<file path="config.mk">
export PLATFORM = sky130hd
export DESIGN_NAME = twe_engine
export DESIGN_NICKNAME = d
export VERILOG_FILES = /design/src/rtl/twe_pkg.sv /design/src/rtl/twe_line_filter.sv /design/src/rtl/twe_bus_events.sv /design/src/rtl/twe_engine.sv
export SDC_FILE = /design/constraint.sdc
export NUM_CORES = 1
export LEC_CHECK = 0
export BUFFER_PORTS_ARGS = -buffer_cell sky130_fd_sc_hd__buf_2
export CAP_MARGIN = 5
export CORE_MARGIN = 3
export CORE_UTILIZATION = 47
export CTS_BUF_LIST = sky130_fd_sc_hd__clkbuf_8
export CTS_CLUSTER_SIZE = 10
export DETAILED_ROUTE_END_ITERATION = 7
export PLACE_DENSITY = 0.73
export SLEW_MARGIN = 10
export SYNTH_ARGS = -nofsm -noshare
export SYNTH_HDL_FRONTEND = slang
export SYNTH_SLANG_ARGS = --single-unit
</file>
<file path="constraint.sdc">
create_clock -name clk -period 2.2 [get_ports clk]
set_input_delay 0.66 -clock clk [delete_from_list [all_inputs] [get_ports clk]]
set_output_delay 0.66 -clock clk [all_outputs]
set_load 0.01 [all_outputs]
</file>
<file path="src/rtl/twe_pkg.sv">
package twe_pkg;

  typedef enum logic [2:0] {
    S_IDLE,
    S_RX,
    S_RXACK,
    S_TX,
    S_TXACK,
    S_HOLD
  } twe_state_e;

  typedef enum logic [1:0] {
    K_DEV,
    K_WADDR,
    K_DATA
  } twe_kind_e;

  function automatic logic maj3(input logic [2:0] v);
    return (v[0] & v[1]) | (v[1] & v[2]) | (v[0] & v[2]);
  endfunction

endpackage

</file>
<file path="src/rtl/twe_line_filter.sv">
module twe_line_filter #(
  parameter int LINES       = 2,
  parameter int SYNC_STAGES = 2
) (
  input  logic             clk,
  input  logic             rst,
  input  logic [LINES-1:0] din,
  output logic [LINES-1:0] dout
);

  for (genvar g = 0; g < LINES; g++) begin : g_line
    logic [SYNC_STAGES-1:0] sync_q;
    logic [2:0]             hist_q;
    logic                   out_q;

    always_ff @(posedge clk) begin
      if (rst) begin
        sync_q <= '1;
        hist_q <= '1;
        out_q  <= 1'b1;
      end else begin
        sync_q <= {sync_q[SYNC_STAGES-2:0], din[g]};
        hist_q <= {hist_q[1:0], sync_q[SYNC_STAGES-1]};
        out_q  <= twe_pkg::maj3(hist_q);
      end
    end

    assign dout[g] = out_q;
  end

endmodule

</file>
<file path="src/rtl/twe_bus_events.sv">
module twe_bus_events (
  input  logic clk,
  input  logic rst,
  input  logic scl,
  input  logic sda,
  output logic scl_rise,
  output logic scl_fall,
  output logic start_det,
  output logic stop_det
);

  logic scl_q;
  logic sda_q;

  always_ff @(posedge clk) begin
    if (rst) begin
      scl_q <= 1'b1;
      sda_q <= 1'b1;
    end else begin
      scl_q <= scl;
      sda_q <= sda;
    end
  end

  assign scl_rise  = scl & ~scl_q;
  assign scl_fall  = ~scl & scl_q;
  assign start_det = scl & scl_q & sda_q & ~sda;
  assign stop_det  = scl & scl_q & ~sda_q & sda;

endmodule

</file>
<file path="src/rtl/twe_engine.sv">
module twe_engine #(
  parameter int         ADDR_W      = 8,
  parameter int         PAGE_W      = 4,
  parameter int         SYNC_STAGES = 2,
  parameter logic [3:0] TYPE_CODE   = 4'hA
) (
  input  logic              clk,
  input  logic              rst,
  input  logic              scl_i,
  input  logic              sda_i,
  input  logic [2:0]        dev_sel,
  input  logic              busy,
  output logic              sda_oe,
  output logic [ADDR_W-1:0] rd_addr,
  input  logic [7:0]        rd_data,
  output logic              wr_stb,
  output logic [ADDR_W-1:0] wr_addr,
  output logic [7:0]        wr_data,
  output logic              wr_commit
);
  import twe_pkg::*;

  localparam int         CNT_W = 4;
  localparam logic [CNT_W-1:0] BITS_DONE = CNT_W'(8);

  logic [1:0] line_f;
  logic       scl_f;
  logic       sda_f;
  logic       scl_rise;
  logic       scl_fall;
  logic       start_det;
  logic       stop_det;

  twe_line_filter #(
    .LINES       (2),
    .SYNC_STAGES (SYNC_STAGES)
  ) u_filter (
    .clk  (clk),
    .rst  (rst),
    .din  ({scl_i, sda_i}),
    .dout (line_f)
  );

  assign scl_f = line_f[1];
  assign sda_f = line_f[0];

  twe_bus_events u_events (
    .clk       (clk),
    .rst       (rst),
    .scl       (scl_f),
    .sda       (sda_f),
    .scl_rise  (scl_rise),
    .scl_fall  (scl_fall),
    .start_det (start_det),
    .stop_det  (stop_det)
  );

  twe_state_e        state;
  twe_kind_e         kind;
  logic [CNT_W-1:0]  cnt;
  logic [7:0]        sh;
  logic [ADDR_W-1:0] addr;
  logic              rw;
  logic              host_ack;
  logic              pend;
  logic              oe;
  logic              byte_in;
  logic              dev_eval;
  logic              dev_match;
  logic              tx_done;

  assign byte_in   = (state == S_RX) && scl_fall && (cnt == BITS_DONE);
  assign dev_eval  = byte_in && (kind == K_DEV);
  assign dev_match = (sh[7:4] == TYPE_CODE) && (sh[3:1] == dev_sel) && !busy;
  assign tx_done   = (state == S_TX) && scl_fall && (cnt == BITS_DONE);

  always_ff @(posedge clk) begin
    if (rst) begin
      state     <= S_IDLE;
      kind      <= K_DEV;
      cnt       <= '0;
      sh        <= '0;
      addr      <= '0;
      rw        <= 1'b0;
      host_ack  <= 1'b0;
      pend      <= 1'b0;
      oe        <= 1'b0;
      wr_stb    <= 1'b0;
      wr_addr   <= '0;
      wr_data   <= '0;
      wr_commit <= 1'b0;
    end else begin
      wr_stb    <= 1'b0;
      wr_commit <= 1'b0;
      if (stop_det) begin
        state     <= S_IDLE;
        oe        <= 1'b0;
        wr_commit <= pend;
        pend      <= 1'b0;
      end else if (start_det) begin
        state <= S_RX;
        kind  <= K_DEV;
        cnt   <= '0;
        oe    <= 1'b0;
        pend  <= 1'b0;
      end else begin
        case (state)
          S_RX: begin
            if (scl_rise) begin
              sh  <= {sh[6:0], sda_f};
              cnt <= cnt + 1'b1;
            end else if (byte_in) begin
              case (kind)
                K_DEV: begin
                  if (dev_match) begin
                    rw    <= sh[0];
                    oe    <= 1'b1;
                    state <= S_RXACK;
                  end else begin
                    state <= S_HOLD;
                  end
                end
                K_WADDR: begin
                  addr  <= sh[ADDR_W-1:0];
                  oe    <= 1'b1;
                  state <= S_RXACK;
                end
                default: begin
                  wr_stb  <= 1'b1;
                  wr_addr <= addr;
                  wr_data <= sh;
                  addr    <= {addr[ADDR_W-1:PAGE_W], addr[PAGE_W-1:0] + 1'b1};
                  pend    <= 1'b1;
                  oe      <= 1'b1;
                  state   <= S_RXACK;
                end
              endcase
            end
          end
          S_RXACK: begin
            if (scl_fall) begin
              cnt <= '0;
              if (kind == K_DEV && rw) begin
                sh    <= rd_data;
                oe    <= ~rd_data[7];
                state <= S_TX;
              end else begin
                oe    <= 1'b0;
                kind  <= (kind == K_DEV) ? K_WADDR : K_DATA;
                state <= S_RX;
              end
            end
          end
          S_TX: begin
            if (scl_rise) begin
              cnt <= cnt + 1'b1;
            end else if (tx_done) begin
              oe    <= 1'b0;
              addr  <= addr + 1'b1;
              state <= S_TXACK;
            end else if (scl_fall) begin
              sh <= {sh[6:0], 1'b0};
              oe <= ~sh[6];
            end
          end
          S_TXACK: begin
            if (scl_rise) begin
              host_ack <= ~sda_f;
            end else if (scl_fall) begin
              if (host_ack) begin
                sh    <= rd_data;
                oe    <= ~rd_data[7];
                cnt   <= '0;
                state <= S_TX;
              end else begin
                state <= S_HOLD;
              end
            end
          end
          default: ;
        endcase
      end
    end
  end

  assign sda_oe  = oe;
  assign rd_addr = addr;

endmodule

</file>
# Word level (Yosys, flattened, before mapping)
# Cells that the tools add are included.
totals:
  register_bits: 61
  inputBits: 16
  out_inout_bits: 27
  elab_cells: 177
op_classes:
  n_addsub: 3
  eq_ne: 34
  muxes: 55
  bitwise_logic: 29
  reduce_logical: 33
op_table:
  columns: ["operator", "n"]
  rows:
  - ["8-bit two-way mux", 13]
  - ["8-bit one-hot mux with 2 select lines", 2]
  - ["8-bit one-hot mux with 4 select lines", 1]
  - ["3-bit two-way mux", 10]
  - ["3-bit inequality test, second input constant", 10]
  - ["2-bit inequality test, second input constant", 14]
  - ["4-bit two-way mux", 6]
  - ["8-bit AND reduction", 3]
  - ["1-bit two-way mux", 14]
  - ["7-bit AND reduction", 2]
  - ["1-bit AND", 13]
  - ["2-bit two-way mux", 6]
  - ["1-bit NOT", 12]
  - ["3-bit one-hot mux with 4 select lines", 1]
  - ["4-bit one-hot mux with 3 select lines", 1]
  - ["12-bit AND reduction", 1]
  - ["4-bit AND reduction", 3]
  - ["10-bit AND reduction", 1]
  - ["9-bit AND reduction", 1]
  - ["4-bit by 1-bit adder with 4-bit output, second input constant", 2]
  - ["8-bit by 1-bit adder with 8-bit output, second input constant", 1]
  - ["4-bit equality test, second input constant", 2]
  - ["4-bit nonzero test", 2]
  - ["2-bit OR reduction", 4]
  - ["17 further kinds", 29]

# Longest topological paths before layout
# Gate-level depths: netlist of run 1.
logic_depth:
  ltp_word: 9
  mapped_depth: 9
  depth_no_buf: 7

# By module
# A second synthesis of run 1 with hierarchy kept.
unflattened:
  hier_cells: 350
  hier_area_um2: 2921.6
by_module_without_submodules:
  columns: ["mod", "n_inst", "cells_per_inst", "area_per_inst_um2", "seq_area_each_um2"]
  rows:
  - ["twe_engine", 1, 311, 2474.9, 940.9]
  - ["twe_line_filter", 1, 31, 361.6, 240.2]
  - ["twe_bus_events", 1, 8, 85.1, 40.0]

# Least setup slack after synthesis of run 1
# OpenSTA, ideal clock, no wires.
synth_path:
  kind: "register -> register"
  startpoint: "register cnt[0]"
  endpoint: "register sh[3]"
  setup_time_ns: 0.091
  arrival_time_ns: 1.606
  required_time_ns: 2.109
  slack_ns: 0.503
  path_stages_with_launch: 9
  n_path_buf: 1
  period_less_slack_ns: 1.697
  path_cell_list: "dfxtp_1 -> inv_1 -> ha_1 -> nand3b_1 -> o211ai_1 -> a21oi_2 -> buf_4 -> a21oi_1 -> a311oi_1"
synth_between:
  elab_chain_cells: 4
synth_lines:
  columns: ["element", "line_no", "text"]
  rows:
  - ["start, declared", "twe_engine.sv:60", "logic [CNT_W-1:0] cnt;"]
  - ["start signal, assigned", "twe_engine.sv:111", "cnt <= cnt + 1'b1;"]
  - ["start signal, assigned", "twe_engine.sv:156", "cnt <= cnt + 1'b1;"]
  - ["4-bit equality test", "twe_engine.sv:75", "assign tx_done = (state == S_TX) && scl_fall && (cnt == BITS_DONE);"]
  - ["1-bit logical AND", "twe_engine.sv:75", null]
  - ["2-bit inequality test (no source line)", null, null]
  - ["12-bit AND reduction (no source line)", null, null]
  - ["end signal, assigned", "twe_engine.sv:110", "sh <= {sh[6:0], sda_f};"]
  - ["end signal, assigned", "twe_engine.sv:144", "sh <= rd_data;"]
  - ["end signal, assigned", "twe_engine.sv:162", "sh <= {sh[6:0], 1'b0};"]
  - ["end, declared", "twe_engine.sv:61", "logic [7:0] sh;"]
# Every way passes these cells.
# A chain may end at the register's enable or synchronous reset.

# Worst setup path in the final report of run 1
layout_path:
  startpoint: "register state[2]"
  endpoint: "register cnt[3]"
layout_between:
  elab_chain_cells: 4
  word_cells_on_any_way: 14
  classes_between: "9 x eq/ne; 2 x mux; 3 x reduce/logical"
layout_lines:
  columns: ["element", "line_no", "text"]
  rows:
  - ["start, declared", "twe_engine.sv:58", "twe_state_e state;"]
  - ["start signal, assigned", "twe_engine.sv:79", "state <= S_IDLE;"]
  - ["start signal, assigned", "twe_engine.sv:96", "state <= S_IDLE;"]
  - ["start signal, assigned", "twe_engine.sv:101", "state <= S_RX;"]
  - ["3-bit by 1-bit equality test with 1-bit output / 3-bit by 2-bit equality test with 1-bit output (equally long branches)", "twe_engine.sv:107", "case (state)"]
  - ["2-bit OR reduction (no source line)", null, null]
  - ["3-bit by 1-bit inequality test with 1-bit output (no source line) (tied with other cells)", null, null]
  - ["7-bit AND reduction (no source line) / 4-bit two-way mux (equally long branches)", null, null]
# Several ways; a longest one is shown, not always the timed one.

==> results.yml, run 1 <==
timing:
  fin_crit_ns: 1.95
  setup_viol: 0
  fmax_mhz: 512
  slew_viol_final: 0
  hold_viol_final: 0
  finalClockSkew_ns: 0.00751
  max-slew-margin-rel: 0.623
  whs_ns: 0.410
  worstMarginPinSlew_ns: 0.562
  period_share: 0.887
  rsz0062_at_grt: "no"
  tns_ns: 0
synthesis:
  yosys_warnings: 0
  ys_seq_area_frac: 0.423
  syn_avg_cell_area_um2: 9.24
  synth_top_area_share: 0.423
  ys_seq_elements: 61
  synth_area_mm2: 0.00288
  synth-edff-count: 0
  async_reset_ff_frac: 0
  ys.flop_type: "dfxtp_1"
  ys_top_cells_by_area: "dfxtp_1 (42%), mux2i_1 (9.7%), nor2_1 (4.7%)"
  ys_types: 56
  synth_cells: 312
  synth_fp_nets: 331
  post-synth-top-area-cell: "dfxtp_1"
clock_network:
  ctsHoldBuffers: 0
  cts_setup_buffers: 0
  cts_resized: 0
  clk_latency_ns: 0.35
  cts_tree: "done"
  clockBufferDepth: 2
  cts.sinks: 61
  htree_levels: 3
  clkTransAtPathRegs_ns: 0.07
  numCtsBuffers: 9
  cts-root-buf: "clkbuf_8"
run_status:
  status: "completed"
setup_path:
  r2r_end: "cnt[3]$_SDFFE_PP0P_"
  crit_path_end: "cnt[3]$_SDFFE_PP0P_"
  reg2reg_depth: 5
  cp-start-kind: "flip-flop"
  worst-path-buf-inv: 0
  worstPathCellList: "nor2b_1 -> a21o_1 -> a211oi_1 -> or4_1 -> a21oi_1"
  crit_path_top_delay_cell: "dfxtp_1"
  crit_arrival_ns: 2.23
  r2r_slack_ns: 0.25
  crit_type: "flip-flop to flip-flop"
  worstPathMaxFanout: 13
  cpPeakStageDelay_ns: 0.59
  cp_num_cells: 5
  r2r-start: "state[2]$_SDFFE_PP0P_"
  end_kind: "flip-flop"
  cp_top_family: "simple AND/OR/NAND/NOR gates"
  required_ns: 2.47
  startpoint: "state[2]$_SDFFE_PP0P_"
pwr:
  switchingPower_mw: 0.472
  seqPwrFrac: 0.519
  pwr-share-comb: 0.022
  power_density_mw_per_mm2: 634
  p_int_mw: 1.67
  p_total_mw: 2.14
  irDropWorstVdd_mv: 0.605
  pwr-share-clk: 0.460
  leakagePower_nw: 1.46
  swShare: 0.220
floorplan:
  io_pins: 43
  coreArea_mm2: 0.00571
  fp-row-count: 27
  fp.dieH_um: 84.3
  initial_core_util: 0.505
  die_area_mm2: 0.00711
  chipWidth_um: 84.3
grt:
  grt_antenna_before_repair: 0
  globalRouteTotalUtil: 0.201
  met1_usage: 0.282
  grt_pass1_vias: 2266
  use_met3: 0.0677
  grt_max_degree: 44
  grt_pass1_wl_um: 11400
  grt_overflow: 0
  grtUsageMet2: 0.291
  grt.busiest_layer: "met2"
final_layout:
  syn2layout_area_growth_pct: 17.1
  num_antenna_cells: 0
  final_net_count: 383
  layoutNonFillerInstCount: 441
  drive_gt1_frac: 0.255
  final_cell_mix: "dfxtp_1 (61), buf_2 (42), nor2_1 (36), mux2i_1 (28), a21oi_1 (19)"
  mostFrequentLayoutCell: "dfxtp_1"
detailed_routing:
  vias: 2507
  remaining_drc_errors: 0
  drt_iter0_markers: 132
  viasPerCell: 5.68
  antenna_left: 0
  drt-total-wl_um: 7000
  first_pass_iters: 4
  detail_route.wl_per_cell_um: 15.9
placement:
  dp_hpwl_um: 4920
  dp.cells: 425
  numPortBuffers: 42
  place_congestion: 0.947
worst_hold_path:
  worst_hold_path.num_cells: 1
  hold_class: "flip-flop to flip-flop"
flow_run:
  maxCapViolCount: 0
[cell families (layout without fill, tap and decap cells)]
logic type / Yosys count / in the layout / synth area share
flops: 61 / 61 / 0.423
compound gates: 76 / 76 / 0.180
buf+inv: 21 / 78 / 0.0464
xor+xnor: 5 / 5 / 0.0152
fa+ha+maj: 3 / 3 / 0.0130
simple gates: 118 / 118 / 0.225
mux: 28 / 28 / 0.0972
[power groups by stage]
stage,logic (mW),registers (mW),clock network [mW]
after floorplan,0.0258,1.14,0
after global placement,0.0463,1.14,0
after detailed placement,0.0469,1.14,0
after CTS,0.0470,1.11,0.997
after global routing,0.0522,1.11,1.05
final,0.0465,1.11,0.985
[final cells by class]
type | count | area (um^2)
clock inverters | 6 | 55.1
clock buffers | 10 | 138
flip-flops and latches | 61 | 1220
repair buffers | 58 | 330
inverters | 4 | 15.0
well taps | 72 | 90.1
fillers | 520 | 2330
multi-input cells | 230 | 1530
[how the worst min path moves through the flow]
stage                                                       start                                       to  slack (ns)
after floorplan           u_filter.g_line[0].sync_q[1]$_SDFF_PP1_  u_filter.g_line[0].hist_q[0]$_SDFF_PP1_        0.39
after global placement    u_filter.g_line[0].sync_q[1]$_SDFF_PP1_  u_filter.g_line[0].hist_q[0]$_SDFF_PP1_        0.39
after detailed placement  u_filter.g_line[1].sync_q[0]$_SDFF_PP1_  u_filter.g_line[1].sync_q[1]$_SDFF_PP1_        0.39
after CTS                 u_filter.g_line[1].sync_q[0]$_SDFF_PP1_  u_filter.g_line[1].sync_q[1]$_SDFF_PP1_        0.41
after global routing      u_filter.g_line[1].sync_q[0]$_SDFF_PP1_  u_filter.g_line[1].sync_q[1]$_SDFF_PP1_        0.42
final                     u_filter.g_line[1].sync_q[0]$_SDFF_PP1_  u_filter.g_line[1].sync_q[1]$_SDFF_PP1_        0.41
[sequential cells by signal, indices dropped and copies added (netlist names), 2 cells and up]
signal,count
u_filter.g_line.out_q,2
u_filter.g_line.sync_q,4
u_filter.g_line.hist_q,6
cnt,4
state,3
wr_data,8
rd_addr,8
kind,2
sh,8
wr_addr,8
[synthesized netlist by cell type, types with 5 or more instances]
library cell	count
a21oi_1	19
a311oi_1	7
nand2_1	11
nor3_1	10
nand3_1	9
buf_6	6
nor2_1	36
o21ai_0	12
clkbuf_1	7
nand3b_1	5
or2_2	13
nand2b_1	5
dfxtp_1	61
and3_1	5
a211oi_1	7
a31oi_1	7
mux2i_1	28
[per-layer routing]
| metal | share of wire | up-vias |
|---|---|---|
| met5 | 0 | - |
| met4 | 0.0084 | 0 |
| met3 | 0.082 | 5 |
| met2 | 0.44 | 93 |
| met1 | 0.47 | 1169 |
| li1 | - | 1240 |
[stage by stage]
step | worst slack, ns | utilization | instance area, um^2
after floorplan | 0.503 | - | 2880
after global placement | 0.325 | 0.558 | 3190
after detailed placement | 0.275 | 0.558 | 3190
after CTS | 0.267 | 0.592 | 3380
after global routing | 0.0550 | 0.592 | 3380
final | 0.248 | 0.592 | 3380
No activity file was read; power rests on OpenSTA's default activity.
==> inputs of run 2 (changes only) <==
--- a/config.mk
+++ b/config.mk
@@ -7,12 +7,14 @@
 export LEC_CHECK = 0
 export BUFFER_PORTS_ARGS = -buffer_cell sky130_fd_sc_hd__buf_2
 export CAP_MARGIN = 5
+export CELL_PAD_IN_SITES_DETAIL_PLACEMENT = 0
+export CELL_PAD_IN_SITES_GLOBAL_PLACEMENT = 1
 export CORE_MARGIN = 3
-export CORE_UTILIZATION = 47
+export CORE_UTILIZATION = 45
 export CTS_BUF_LIST = sky130_fd_sc_hd__clkbuf_8
 export CTS_CLUSTER_SIZE = 10
 export DETAILED_ROUTE_END_ITERATION = 7
-export PLACE_DENSITY = 0.73
+export PLACE_DENSITY = 0.87
 export SLEW_MARGIN = 10
 export SYNTH_ARGS = -nofsm -noshare
 export SYNTH_HDL_FRONTEND = slang
==> run 2 against run 1 <==
First-iteration DRC count is 18% higher. Sequential cell count unchanged. Die area grew 4.1%.
==> results.yml, run 2 (synthesis gave the netlist of run 1 again) <==
run_status:
  status: "completed"
detailed_routing:
  viasPerCell: 5.58
  drt_iter0_markers: 156
  first_pass_iters: 5
  remaining_drc_errors: 0
  drt-total-wl_um: 7080
  antenna_left: 0
  detail_route.wl_per_cell_um: 16.0
  vias: 2472
grt:
  grt_max_degree: 46
  globalRouteTotalUtil: 0.205
  grtUsageMet2: 0.296
  grt_overflow: 0
  grt.busiest_layer: "met2"
  grt_pass1_vias: 2302
  grt_antenna_before_repair: 0
  met1_usage: 0.279
  use_met3: 0.0749
  grt_pass1_wl_um: 11700
clock_network:
  cts_resized: 0
  cts-root-buf: "clkbuf_8"
  htree_levels: 3
  cts_setup_buffers: 0
  clockBufferDepth: 2
  numCtsBuffers: 9
  cts_tree: "done"
  ctsHoldBuffers: 0
  clk_latency_ns: 0.35
  cts.sinks: 61
  clkTransAtPathRegs_ns: 0.07
timing:
  hold_viol_final: 0
  finalClockSkew_ns: 0.00778
  setup_viol: 0
  whs_ns: 0.412
  max-slew-margin-rel: 0.626
  slew_viol_final: 0
  tns_ns: 0
  worstMarginPinSlew_ns: 0.557
  timing.final.ws_setup_ns: 0.256
  rsz0062_at_grt: "no"
  period_share: 0.883
  fmax_mhz: 514
  fin_crit_ns: 1.94
floorplan:
  fp.dieH_um: 86.1
  fp-row-count: 28
  die_area_mm2: 0.00741
  coreArea_mm2: 0.00606
  initial_core_util: 0.476
  chipWidth_um: 86.1
  io_pins: 43
final_layout:
  fin_area_mm2: 0.00340
  final_net_count: 382
  mostFrequentLayoutCell: "dfxtp_1"
  syn2layout_area_growth_pct: 17.9
  final_cell_mix: "dfxtp_1 (61), buf_2 (42), nor2_1 (36), mux2i_1 (28), a21oi_1 (19)"
  num_antenna_cells: 0
  drive_gt1_frac: 0.253
  fill_cells: 584
pwr:
  power_density_mw_per_mm2: 629
  p_total_mw: 2.14
  leakagePower_nw: 1.46
  irDropWorstVdd_mv: 0.348
setup_path:
  cp-start-kind: "flip-flop"
  crit_arrival_ns: 2.21
  end_kind: "flip-flop"
  required_ns: 2.47
  r2r_slack_ns: 0.26
  worstPathMaxFanout: 7
  crit_type: "flip-flop to flip-flop"
placement:
  pre_cts_ws_ns: 0.260
  numPortBuffers: 42
  dp_hpwl_um: 4950
  place_area_mm2: 0.00321
  place_congestion: 0.842
flow_run:
  maxCapViolCount: 0
worst_hold_path:
  hold_class: "flip-flop to flip-flop"
## run 2: cell types whose count changed in the layout (fill, tap and decap cells not counted)
cell    change
buf_12      +2
buf_4       -3
## run 2: critical path, stage by stage (launching register included)
cell      delay (ns)
dfxtp_1         0.34
inv_1           0.07
ha_1            0.14
nand3b_1        0.22
nor3_4          0.36
nand3_1         0.19
or3_1           0.38
a31oi_1         0.17
## run 2: routing by layer
| metal | vias up | wire length (um) |
|---|---|---|
| met5 | - | 0 |
| met4 | 0 | 102 |
| met3 | 8 | 500 |
| met2 | 73 | 3120 |
| met1 | 1155 | 3360 |
| li1 | 1236 | - |
## run 2: worst paths after layout
check | start | to | cells past startpoint
worst max-delay path | cnt[0]$_SDFFE_PP0P_ | rd_addr[0]$_SDFFE_PP0P_ | 7
worst min-delay path | u_filter.g_line[1].sync_q[0]$_SDFF_PP1_ | u_filter.g_line[1].sync_q[1]$_SDFF_PP1_ | 1
worst max register to register | cnt[0]$_SDFFE_PP0P_ | rd_addr[0]$_SDFFE_PP0P_ | 7
worst min register to register | u_filter.g_line[1].sync_q[0]$_SDFF_PP1_ | u_filter.g_line[1].sync_q[1]$_SDFF_PP1_ | 1
## run 2: final cells by class
cell class	instances	area, um^2	share of cell area
multi-input combinational	230	1530	0.450
sequential	61	1220	0.359
timing repair buffer	57	348	0.102
clock buffer	10	138	0.0405
tap	75	93.8	0.0276
clock inverter	6	55.1	0.0162
inverter	4	15.0	0.00442
## run 2: through the flow
stage	util	instances
5_1_grt	0.561	443
2_1_floorplan	-	312
4_1_cts	0.561	443
6_report	0.561	443
3_5_place_dp	0.529	427
3_3_place_gp	0.529	427
## run 2: where the power goes
part / switching [mW] / total [mW] / leakage [nW] / internal, mW
clock network: 0.436 / 0.977 / 0.105 / 0.541
logic: 0.0272 / 0.0484 / 0.867 / 0.0212
registers: 0.00203 / 1.11 / 0.493 / 1.11
total: 0.465 / 2.14 / 1.46 / 1.67
==> inputs of run 3 (changes only) <==
--- a/config.mk
+++ b/config.mk
@@ -5,7 +5,7 @@
 export SDC_FILE = /design/constraint.sdc
 export NUM_CORES = 1
 export LEC_CHECK = 0
-export BUFFER_PORTS_ARGS = -buffer_cell sky130_fd_sc_hd__buf_2
+export BUFFER_PORTS_ARGS = -buffer_cell sky130_fd_sc_hd__buf_4
 export CAP_MARGIN = 5
 export CELL_PAD_IN_SITES_DETAIL_PLACEMENT = 0
 export CELL_PAD_IN_SITES_GLOBAL_PLACEMENT = 1
@@ -15,7 +15,7 @@
 export CTS_CLUSTER_SIZE = 10
 export DETAILED_ROUTE_END_ITERATION = 7
 export PLACE_DENSITY = 0.87
-export SLEW_MARGIN = 10
+export SLEW_MARGIN = 5
 export SYNTH_ARGS = -nofsm -noshare
 export SYNTH_HDL_FRONTEND = slang
 export SYNTH_SLANG_ARGS = --single-unit
==> run 3 against run 2 <==
Final cell count rose by 0.45%. Routed wire length fell by 2.3%. Non-clock buffer count rose by 2. Fmax rose by 0.69%. Utilization rose by 1.3 points. Global-route usage fell by 0.58 points. First-iteration DRC count rose by 56%. Sequential power barely moved. Critical path depth fell by 1. Power fell by 3.7%. Highest routed layer unchanged.
==> results.yml, run 3 (synthesis gave the netlist of run 1 again) <==
detailed_routing:
  wl_met1_um: 3300
  drt_iter0_markers: 244
  vias: 2497
  detail_route.wl_per_cell_um: 15.6
  first_pass_iters: 4
  top_layer_used: "met4"
  viasPerCell: 5.61
  antenna_left: 0
  dr_wl_met2_um: 2950
  drt-total-wl_um: 6920
  wl_met3_um: 449
  remaining_drc_errors: 0
timing:
  slew_viol_final: 0
  max-slew-margin-rel: 0.653
  rsz0062_at_grt: "no"
  finalClockSkew_ns: 0.00704
  period_share: 0.877
  fmax_mhz: 518
  tns_ns: 0
  worstMarginPinSlew_ns: 0.508
  fin_crit_ns: 1.93
  hold_viol_final: 0
  setup_viol: 0
  timing.final.ws_setup_ns: 0.270
pwr:
  leakagePower_nw: 1.46
  irDropWorstVdd_mv: 0.352
  power_density_mw_per_mm2: 592
floorplan:
  fp.dieH_um: 86.1
  io_pins: 43
  chipWidth_um: 86.1
  coreArea_mm2: 0.00606
  initial_core_util: 0.476
  fp-row-count: 28
  die_area_mm2: 0.00741
setup_path:
  crit_path_end: "state[0]$_SDFFE_PP0P_"
  crit_path_top_delay_cell: "a2111oi_0"
  r2r-start: "state[2]$_SDFFE_PP0P_"
  end_kind: "flip-flop"
  worstPathMaxFanout: 8
  reg2reg_depth: 6
  r2r_slack_ns: 0.27
  cp-start-kind: "flip-flop"
  cpPeakStageDelay_ns: 0.51
  critPathMostFrequentCell: "o21a_1"
  cp_top_family: "compound AO/OA/AOI/OAI gates"
  r2r_end: "state[0]$_SDFFE_PP0P_"
  cp_num_cells: 6
  crit_type: "flip-flop to flip-flop"
  startpoint: "state[2]$_SDFFE_PP0P_"
  worstPathCellList: "buf_4 -> and2b_1 -> o21a_1 -> o21a_1 -> nor3_1 -> a2111oi_0"
  required_ns: 2.38
  crit_arrival_ns: 2.11
  worst-path-buf-inv: 1
final_layout:
  syn2layout_area_growth_pct: 20.7
  num_antenna_cells: 0
  final_cell_mix: "dfxtp_1 (61), buf_4 (59), nor2_1 (36), mux2i_1 (28), a21oi_1 (19)"
  final_net_count: 384
  fill_cells: 566
  fin_util: 0.574
  mostFrequentLayoutCell: "dfxtp_1"
  drive_gt1_frac: 0.259
clock_network:
  cts_resized: 0
  clockBufferDepth: 2
  numCtsBuffers: 9
  clk_latency_ns: 0.34
  ctsHoldBuffers: 0
  clkTransAtPathRegs_ns: 0.07
  cts.sinks: 61
  cts_setup_buffers: 0
  htree_levels: 3
  cts_tree: "done"
  cts-root-buf: "clkbuf_8"
grt:
  grt_overflow: 0
  globalRouteTotalUtil: 0.199
  grt_max_degree: 42
  grt_antenna_before_repair: 0
  grt_pass1_vias: 2313
  grt_pass1_wl_um: 11400
run_status:
  status: "completed"
placement:
  dp_hpwl_um: 5040
  place_congestion: 0.951
  numPortBuffers: 42
  pre_cts_ws_ns: 0.211
worst_hold_path:
  hold_class: "flip-flop to flip-flop"
flow_run:
  maxCapViolCount: 0
-- run 3: cell types whose count changed in the layout (fill, tap and decap cells not counted), sizes merged --
cell,change
clkbuf,+1
buf,+2
bufinv,-1
clkinv,+1
inv,-1
-- run 3: worst min path at each step --
stage,cells past startpoint,startpoint,slack (ns),endpoint
3_5_place_dp,1,u_filter.g_line[0].sync_q[0]$_SDFF_PP1_,0.40,u_filter.g_line[0].sync_q[1]$_SDFF_PP1_
4_1_cts,1,u_filter.g_line[0].sync_q[0]$_SDFF_PP1_,0.42,u_filter.g_line[0].sync_q[1]$_SDFF_PP1_
5_1_grt,1,u_filter.g_line[0].sync_q[1]$_SDFF_PP1_,0.43,u_filter.g_line[0].hist_q[0]$_SDFF_PP1_
2_1_floorplan,1,u_filter.g_line[0].sync_q[1]$_SDFF_PP1_,0.39,u_filter.g_line[0].hist_q[0]$_SDFF_PP1_
3_3_place_gp,1,u_filter.g_line[1].sync_q[1]$_SDFF_PP1_,0.39,u_filter.g_line[1].hist_q[0]$_SDFF_PP1_
6_report,1,u_filter.g_line[0].sync_q[0]$_SDFF_PP1_,0.41,u_filter.g_line[0].sync_q[1]$_SDFF_PP1_
-- run 3: power breakdown --
group	leakage [nW]	switching, mW	total (mW)	internal, mW
clock network	0.0963	0.435	0.894	0.460
registers	0.493	0.00191	1.11	1.11
logic	0.873	0.0265	0.0528	0.0262
-- run 3: area by class of cell --
type                       count  area [um^2]  area share
multi-input combinational    230         1530       0.439
sequential                    61         1220       0.351
timing repair buffer          59          443       0.127
clock buffer                  11          151      0.0435
tap                           75         93.8      0.0270
clock inverter                 5         26.3     0.00755
inverter                       4         15.0     0.00431
-- run 3: through the flow --
step	total power [mW]	hold slack [ns]	cell area, um^2	instances
finish	2.06	0.412	3480	445
detailed placement	1.19	0.398	3300	429
floorplan	1.16	0.389	2880	312
global placement	1.19	0.392	3300	429
global route	2.13	0.427	3480	445
CTS	2.08	0.416	3480	445
-- run 3: per-layer routing --
layer | global-route usage | vias up
li1 | - | 1238
met1 | 0.272 | 1145
met2 | 0.293 | 92
met3 | 0.0375 | 22
met4 | 0.112 | 0
met5 | 0 | -
-- run 3: worst register-to-register path, cell delays in order, from the launching register on --
cell,delay [ns]
dfxtp_1,0.38
buf_4,0.19
and2b_1,0.27
o21a_1,0.19
o21a_1,0.19
nor3_1,0.05
a2111oi_0,0.51
